## config.mk

```make
export PLATFORM = sky130hd
export DESIGN_NAME = frame_sequencer
export DESIGN_NICKNAME = d
export VERILOG_FILES = /design/src/rtl/fseq_pkg.sv /design/src/rtl/fseq_major.sv /design/src/rtl/fseq_draw.sv /design/src/rtl/fseq_hold.sv /design/src/rtl/frame_sequencer.sv
export SDC_FILE = /design/constraint.sdc
export NUM_CORES = 1
export LEC_CHECK = 0
export BUFFER_PORTS_ARGS = -buffer_cell sky130_fd_sc_hd__buf_2
export CAP_MARGIN = 10
export CORE_AREA = 2 2 175 177
export CTS_CLUSTER_SIZE = 12
export DETAILED_ROUTE_END_ITERATION = 12
export DIE_AREA = 0 0 177 179
export HOLD_SLACK_MARGIN = 0.06
export PLACE_DENSITY = 0.63
export SYNTH_ARGS = -nofsm -noshare
export SYNTH_HDL_FRONTEND = slang
export SYNTH_SLANG_ARGS = --single-unit
```

## constraint.sdc

```tcl
create_clock -name clk -period 1.85 [get_ports clk]
set_clock_uncertainty 0.2 [all_clocks]
set_input_delay 0.0925 -clock clk [delete_from_list [all_inputs] [get_ports clk]]
set_output_delay 0.0925 -clock clk [all_outputs]
set_load 0.005 [all_outputs]
```

## src/rtl/fseq_pkg.sv

```systemverilog
package fseq_pkg;

  typedef enum logic [1:0] {
    M_IDLE,
    M_CLR,
    M_DRAW
  } major_st_e;

  typedef enum logic [2:0] {
    D_IDLE,
    D_CAM,
    D_FETCH,
    D_LOAD,
    D_XF,
    D_RAS
  } draw_st_e;

  localparam int VERTS_PER_TRI  = 3;
  localparam int COORDS_PER_VTX = 3;
  localparam int PTS_PER_VTX    = 2;

endpackage

```

## src/rtl/fseq_major.sv

```systemverilog
module fseq_major
  import fseq_pkg::*;
(
  input  logic clk,
  input  logic rst,
  input  logic clr_done,
  input  logic draw_done,
  output logic clr_start,
  output logic draw_go,
  output logic page_sel
);

  major_st_e st_q;

  always_ff @(posedge clk) begin
    if (rst) begin
      st_q      <= M_IDLE;
      clr_start <= 1'b0;
      draw_go   <= 1'b0;
      page_sel  <= 1'b0;
    end else begin
      clr_start <= 1'b0;
      draw_go   <= 1'b0;
      case (st_q)
        M_IDLE: begin
          clr_start <= 1'b1;
          st_q      <= M_CLR;
        end
        M_CLR: begin
          if (clr_done) begin
            draw_go <= 1'b1;
            st_q    <= M_DRAW;
          end
        end
        M_DRAW: begin
          if (draw_done) begin
            page_sel  <= ~page_sel;
            clr_start <= 1'b1;
            st_q      <= M_CLR;
          end
        end
        default: st_q <= M_IDLE;
      endcase
    end
  end

endmodule

```

## src/rtl/fseq_draw.sv

```systemverilog
module fseq_draw
  import fseq_pkg::*;
#(
  parameter int TRI_COUNT = 64,
  parameter int ADDR_W    = 6
) (
  input  logic              clk,
  input  logic              rst,
  input  logic              draw_go,
  input  logic              cam_done,
  input  logic              xf_done,
  input  logic              ras_done,
  output logic              cam_start,
  output logic              mem_rd,
  output logic [ADDR_W-1:0] mem_addr,
  output logic              xf_start,
  output logic              ras_start,
  output logic              draw_done,
  output logic              cap_tri,
  output logic              cap_pts
);

  localparam logic [ADDR_W-1:0] LAST_ADDR = ADDR_W'(TRI_COUNT - 1);

  draw_st_e          st_q;
  logic [ADDR_W-1:0] addr_q;
  logic              at_last;

  assign at_last  = (addr_q == LAST_ADDR);
  assign mem_addr = addr_q;
  assign cap_tri  = (st_q == D_LOAD);
  assign cap_pts  = (st_q == D_XF) && xf_done;

  always_ff @(posedge clk) begin
    if (rst) begin
      st_q      <= D_IDLE;
      addr_q    <= '0;
      cam_start <= 1'b0;
      mem_rd    <= 1'b0;
      xf_start  <= 1'b0;
      ras_start <= 1'b0;
      draw_done <= 1'b0;
    end else begin
      cam_start <= 1'b0;
      mem_rd    <= 1'b0;
      xf_start  <= 1'b0;
      ras_start <= 1'b0;
      draw_done <= 1'b0;
      case (st_q)
        D_IDLE: begin
          if (draw_go) begin
            cam_start <= 1'b1;
            addr_q    <= '0;
            st_q      <= D_CAM;
          end
        end
        D_CAM: begin
          if (cam_done) begin
            mem_rd <= 1'b1;
            st_q   <= D_FETCH;
          end
        end
        D_FETCH: st_q <= D_LOAD;
        D_LOAD: begin
          xf_start <= 1'b1;
          st_q     <= D_XF;
        end
        D_XF: begin
          if (xf_done) begin
            ras_start <= 1'b1;
            st_q      <= D_RAS;
          end
        end
        D_RAS: begin
          if (ras_done) begin
            if (at_last) begin
              draw_done <= 1'b1;
              st_q      <= D_IDLE;
            end else begin
              addr_q <= addr_q + 1'b1;
              mem_rd <= 1'b1;
              st_q   <= D_FETCH;
            end
          end
        end
        default: st_q <= D_IDLE;
      endcase
    end
  end

endmodule

```

## src/rtl/fseq_hold.sv

```systemverilog
module fseq_hold #(
  parameter  int FIELDS = 9,
  parameter  int FW     = 17,
  localparam int W      = FIELDS * FW
) (
  input  logic         clk,
  input  logic         rst,
  input  logic         load,
  input  logic [W-1:0] d,
  output logic [W-1:0] q
);

  for (genvar f = 0; f < FIELDS; f++) begin : g_fld
    logic [FW-1:0] fld_q;
    always_ff @(posedge clk) begin
      if (rst)       fld_q <= '0;
      else if (load) fld_q <= d[f*FW +: FW];
    end
    assign q[f*FW +: FW] = fld_q;
  end

endmodule

```

## src/rtl/frame_sequencer.sv

```systemverilog
module frame_sequencer
  import fseq_pkg::*;
#(
  parameter  int TRI_COUNT = 64,
  parameter  int COORD_W   = 17,
  parameter  int SCR_W     = 11,
  localparam int ADDR_W    = (TRI_COUNT > 1) ? $clog2(TRI_COUNT) : 1,
  localparam int TRI_FLDS  = VERTS_PER_TRI * COORDS_PER_VTX,
  localparam int PTS_FLDS  = VERTS_PER_TRI * PTS_PER_VTX,
  localparam int TRI_W     = TRI_FLDS * COORD_W,
  localparam int PTS_W     = PTS_FLDS * SCR_W
) (
  input  logic              clk,
  input  logic              rst,
  output logic              clr_start,
  input  logic              clr_done,
  output logic              cam_start,
  input  logic              cam_done,
  output logic              mem_rd,
  output logic [ADDR_W-1:0] mem_addr,
  input  logic [TRI_W-1:0]  mem_data,
  output logic              xf_start,
  output logic [TRI_W-1:0]  xf_tri,
  input  logic              xf_done,
  input  logic [PTS_W-1:0]  xf_pts,
  output logic              ras_start,
  output logic [PTS_W-1:0]  ras_pts,
  input  logic              ras_done,
  output logic              page_sel
);

  logic draw_go;
  logic draw_done;
  logic cap_tri;
  logic cap_pts;

  fseq_major u_major (
    .clk       (clk),
    .rst       (rst),
    .clr_done  (clr_done),
    .draw_done (draw_done),
    .clr_start (clr_start),
    .draw_go   (draw_go),
    .page_sel  (page_sel)
  );

  fseq_draw #(
    .TRI_COUNT (TRI_COUNT),
    .ADDR_W    (ADDR_W)
  ) u_draw (
    .clk       (clk),
    .rst       (rst),
    .draw_go   (draw_go),
    .cam_done  (cam_done),
    .xf_done   (xf_done),
    .ras_done  (ras_done),
    .cam_start (cam_start),
    .mem_rd    (mem_rd),
    .mem_addr  (mem_addr),
    .xf_start  (xf_start),
    .ras_start (ras_start),
    .draw_done (draw_done),
    .cap_tri   (cap_tri),
    .cap_pts   (cap_pts)
  );

  fseq_hold #(
    .FIELDS (TRI_FLDS),
    .FW     (COORD_W)
  ) u_tri_hold (
    .clk  (clk),
    .rst  (rst),
    .load (cap_tri),
    .d    (mem_data),
    .q    (xf_tri)
  );

  fseq_hold #(
    .FIELDS (PTS_FLDS),
    .FW     (SCR_W)
  ) u_pts_hold (
    .clk  (clk),
    .rst  (rst),
    .load (cap_pts),
    .d    (xf_pts),
    .q    (ras_pts)
  );

endmodule

```

-- Word-level counts from Yosys, hierarchy flattened
Cells that the tools add are included.
- add/sub/neg operators: 1
- reductions and logical operators: 12
- shift operators: 0
- magnitude comparators: 0
- divide/modulo/power cells: 0
- mux-type cells: 24
- equal/unequal tests: 15
- $mul: 0
- bitwise logic cells: 6
- operators with widths (kind ; count):
    $mux W6 ; 3
    $pmux W3 S6 ; 1
    $mux W3 ; 4
    $ne A2 B2 Y1 const B ; 6
    $pmux W6 S2 ; 1
    $mux W1 ; 9
    $reduce_and A4 Y1 ; 2
    $add A6 B1 Y6 const B ; 1
    $eq A3 B2 Y1 const B ; 2
    $eq A3 B3 Y1 const B ; 2
    $eq A6 B6 Y1 const B ; 1
    $mux W2 ; 3
    $not A1 Y1 ; 6
    $pmux W2 S3 ; 1
    $reduce_or A2 Y1 ; 3
    $pmux W1 S2 ; 2
    $reduce_and A2 Y1 ; 2
    $eq A3 B1 Y1 const B ; 1
    $logic_not A3 Y1 ; 1
    $reduce_or A3 Y1 ; 1
    $eq A2 B1 Y1 const B ; 1
    $eq A2 B2 Y1 const B ; 1
    $logic_not A2 Y1 ; 1
    $ne A2 B1 Y1 const B ; 1
    other kinds (2) ; 2
- memories: 0
- bits in writable memories: 0
- output and inout port bits: 231
- flip-flop bits (word level): 238
- memory bits (read-only): 0
- logic and storage cells: 84
- bits of input ports: 225
- latch bits: 0

-- Longest topological paths before layout
- word-level depth: 4
- gate-level depth with buffers: 7
- depth with buffers taken out: 5

-- Hierarchy
From an unflattened synthesis, not the netlist that was laid out.
- cell total of the unflattened synthesis: 802
- area, all modules: 8632.0 um2
- by module, submodules not included (module ; cells an instance ; instances ; sequential area each (um2) ; area an instance (um2)):
    fseq_hold (u_tri_hold) ; 493 ; 1 ; 3062.9 ; 5400.2
    fseq_hold (u_pts_hold) ; 213 ; 1 ; 1321.3 ; 2387.3
    fseq_draw ; 79 ; 1 ; 280.3 ; 669.4
    fseq_major ; 17 ; 1 ; 100.1 ; 175.2

-- Worst setup path before layout
No wires, ideal clock.
- kind: reg2reg
- start: register u_draw.addr_q[0] (netlist: u_draw.mem_addr[0])
- end: register u_draw.addr_q[3] (netlist: u_draw.mem_addr[3])
- cell stages (with the launch flop): 6
- arrival: 1.415 ns
- setup slack: 0.161 ns
- buffers on the path: 0
- setup time: 0.074 ns
- cells stage by stage: dfxtp_1 -> ha_1 -> and3_1 -> nand3_1 -> a211o_1 -> a31oi_2
- word-level cells in the longest chain between the ends: 4
- elaborated cells on any way between the ends: 7
- classes of those cells: 1 x add/sub; 2 x eq/ne; 3 x mux; 1 x reduce/logical
- RTL lines (what ; line ; text):
    from (decl) ; fseq_draw.sv:26 ; logic [ADDR_W-1:0] addr_q;
    from (signal assigned) ; fseq_draw.sv:80 ; addr_q <= addr_q + 1'b1;
    $add A6 B1 Y6 ; fseq_draw.sv:80 ;
    $mux W6 ; fseq_draw.sv:76 ; if (at_last) begin
    $mux W6 ; fseq_draw.sv:75 ; if (ras_done) begin
    $pmux W6 S2 ; fseq_draw.sv:49 ; case (st_q)
Parallel ways exist; a longest one is shown, timed or not. The select of a mux whose other input is x is not followed.
A chain may end at the register's enable or synchronous reset.

-- Final worst setup path
- start: register u_draw.st_q[1]
- end: register u_tri_hold.g_fld[3].fld_q[7]
- word-level cells in the longest chain between the ends: 1
- RTL lines (what ; line ; text):
    from (decl) ; fseq_draw.sv:25 ; draw_st_e st_q;
    from (signal assigned) ; fseq_draw.sv:36 ; st_q <= D_IDLE;
    from (signal assigned) ; fseq_draw.sv:54 ; st_q <= D_CAM;
    from (signal assigned) ; fseq_draw.sv:60 ; st_q <= D_FETCH;
    $eq A3 B2 Y1 ; fseq_draw.sv:31 ; assign cap_tri = (st_q == D_LOAD);
    to (signal assigned) ; fseq_hold.sv:17 ; else if (load) fld_q <= d[f*FW +: FW];
    to (decl) ; fseq_hold.sv:14 ; logic [FW-1:0] fld_q;
No other way between the ends.

==> flow_summary.toml <==
[run_status]
status = "complete, no violations"

[setup_path]
crit_chain = "nand2_1 -> or2_4 -> buf_12 -> nand2_1 -> a21oi_1"
worstPathArrival_ns = 1.94
end_kind = "flop"
slowest_delay_ns = 0.47
worstSetupStartpointType = "flop"
path_max_fanout = 83
worstSetupPathType = "reg2reg"
critPathLaunch = "u_draw.st_q[1]"
rr_worst_depth = 5
reg2reg_from = "u_draw.st_q[1]"
r2r_end = "u_tri_hold.g_fld[3].fld_q[7]"
slowest_stage = "dfxtp_1"
cp_common_cell = "nand2_1"
r2r_slack_ns = 0.09
cp.required_ns = 2.03

[sta]
maxSlewViolCount = 0
setup_tns_ns = 0
finalCriticalPeriod_ns = 1.759
worst_pin_slew_ns = 0.5871
final_hold_viol_count = 0
rsz0062_at_grt = "no"
max_freq_mhz = 568.4
finalCritPeriodShare = 0.9510
slew_headroom = 0.6086
finalSetupViolCount = 0

[clock_tree]
clk_path_buf_depth = 3
h-tree-depth = 1
post-cts-setup-buffer-count = 0
clock_latency_ns = 0.52
cts_sinks = 238
cts.reportedPaths.clkPinSlew_ns = 0.06
numCtsBuffers = 26
cts_tree = "yes"
root_buffer = "clkbuf_16"

[detailed_routing]
route.detailed.wl_per_inst_um = 14.63
vias = 9544
drc = 0
wl_mm = 31.01
viasPerCell = 4.502
ant_nets = 0
drtIter0Drc = 448
drtPass1Iterations = 4

[global_routing]
grt_pass1_wl_mm = 45.33
first_global_vias = 9060
met2_usage = 0.3247
use_met1 = 0.1964
overflow = 0
grtUsageTotal = 0.1768
busiest_layer = "met2"
grt_max_degree = 123
met3_usage = 0.04347
antenna_found_initial = 0

[yosys]
synth_adder_area_share = 0.001501
synth_area_leaders = "dfxtp_1 57%, nand2_1 20%, a21oi_1 14%, buf_2 1.7%, clkbuf_1 1.7%"
synth_top_area_frac = 0.5715
avgSynthCellArea_um2 = 7.925
synth_mux_area_frac = 0.002401
synth_simple_gate_area_frac = 0.2287
synth_compound_area_frac = 0.1495
synthCells = 1052
yosysUniqueCellTypes = 33
synth_top_family_by_area = "simple AND/OR/NAND/NOR gates"
synth_xor_area_frac = 0.001051
synth_warnings = 0
synth_ff_type = "dfxtp_1"
syn_area_um2 = 8337
async_flop_share = 0
syn_nets = 1278
ys_ff_latch = 238
seq_area_frac_synth = 0.5715
synth_edf_count = 0
synth_top_cell_by_area = "dfxtp_1"
synthMostInstantiatedCell = "nand2_1"
ys_top_cells_by_count = "446 x nand2_1, 238 x dfxtp_1, 227 x a21oi_1"

[floorplan]
std_cell_rows = 64
die_h_um = 179
core_area_um2 = 30030
die_x_um = 177
num_io_pins = 456
start_util = 0.2776
dieArea_um2 = 31680

[place]
dp_cells = 1852
dpl.hpwl_mm = 18.63
gp_congestion = 0.7640
place_area_um2 = 11090
io_buffers = 455

[layout]
area_delta_synth_final_pct = 70.06
regArea_um2 = 4765
utilization = 0.4721
final_area_um2 = 14180
multiInputGateArea_um2 = 3202
num-fill-cells = 2751
diodes = 0
layout-drive-gt1-share = 0.3051
final_nets = 1934
fin_cells = 2120

[pwr]
ir_drop_uv = 562.9
power.density_nw_per_um2 = 795.4
p_leak_nw = 6.228

[hold_path]
min_from = "xf_pts[62]"
whs_endpoint = "u_pts_hold.g_fld[5].fld_q[7]"
min_path_type = "in2reg"
hold_depth = 4

[flow_run]
maxCapViolCount = 0
-- critical path: cells and delay by family, from the launching register on --
kind / cells / cell delay (ns)
compound gates: 1 / 0.08
buf+inv: 1 / 0.19
flops: 1 / 0.47
simple gates: 3 / 0.58
-- stage by stage --
| step | setup slack (ns) | power [W] | hold WS (ns) |
|---|---|---|---|
| CTS | 0.1252 | 0.01141 | 0.1170 |
| detailed placement | 0.1342 | 0.005881 | 0.1223 |
| global placement | 0.1961 | 0.005877 | 0.1241 |
| floorplan | 0.1606 | 0.005530 | 0.02847 |
| finish | 0.09073 | 0.01128 | 0.1476 |
| global route | 0.006600 | 0.01167 | 0.1487 |
-- cell families (layout without fill, tap and decap cells) --
logic type | Yosys count | in the layout
simple gates | 489 | 489
compound gates | 241 | 241
flops | 238 | 238
buf+inv | 80 | 752
mux | 2 | 2
fa+ha+maj | 1 | 1
xor+xnor | 1 | 1
-- cell type report --
| class | instances | share of cell area |
|---|---|---|
| Clock buffer | 39 | 0.05578 |
| Tap cell | 396 | 0.03495 |
| Timing Repair Buffer | 704 | 0.3425 |
| Multi-Input combinational cell | 734 | 0.2258 |
| Inverter | 4 | 0.001059 |
| Sequential cell | 238 | 0.3361 |
| Clock inverter | 5 | 0.003795 |
-- cell usage in the layout (no fill, tap or decap), types with 2 or more instances in the layout --
| cell type | netlist | routed |
|---|---|---|
| nand2b_1 | 3 | 3 |
| buf_12 | 0 | 10 |
| o21ai_0 | 4 | 4 |
| clkbuf_8 | 0 | 7 |
| nor2b_1 | 4 | 4 |
| clkinv_2 | 0 | 3 |
| nor2_1 | 15 | 15 |
| mux2i_1 | 2 | 2 |
| clkbuf_16 | 0 | 28 |
| dlygate4sd3_1 | 0 | 224 |
| clkbuf_1 | 37 | 5 |
| buf_4 | 9 | 14 |
| inv_1 | 4 | 4 |
| a31oi_2 | 2 | 2 |
| buf_2 | 29 | 454 |
| nand2_1 | 446 | 446 |
| and3_1 | 6 | 6 |
| nor3_1 | 2 | 2 |
| a21oi_1 | 227 | 227 |
| nand3_1 | 6 | 6 |
| dfxtp_1 | 238 | 238 |
-- state kept, by name, indices dropped and copies added (netlist names), 2 cells and up --
register and cells:
u_draw.st_q 3, u_tri_hold.g_fld.fld_q 153, u_draw.mem_addr 6, u_major.st_q 2, u_pts_hold.g_fld.fld_q 66
-- routing by layer --
| metal | share of wire | vias to the layer above |
|---|---|---|
| li1 | - | 4699 |
| met1 | 0.39 | 4366 |
| met2 | 0.49 | 416 |
| met3 | 0.082 | 63 |
| met4 | 0.031 | 0 |
| met5 | 0 | - |
-- worst max path at each step --
stage               slack [ns]                           end
floorplan                 0.16            u_draw.mem_addr[3]
global placement          0.20            u_draw.mem_addr[3]
detailed placement        0.13            u_draw.mem_addr[0]
CTS                       0.13            u_draw.mem_addr[0]
global route             0.007  u_pts_hold.g_fld[2].fld_q[5]
finish                    0.09  u_tri_hold.g_fld[3].fld_q[7]
-- power by group --
part / switching, W / total, W / internal (W) / leakage [nW]
Clock: 0.00205 / 0.00511 / 0.00306 / 0.419
Sequential: 0.0000339 / 0.00521 / 0.00518 / 1.92
Combinational: 0.000372 / 0.000956 / 0.000584 / 3.89
-- timing repair --
action	CTS	global route
gates resized for setup	0	1
hold buffers	224	0
endpoints found under the setup margin	0	1
hold endpoints to repair	238	0
Power figures use the tool's default switching activity.
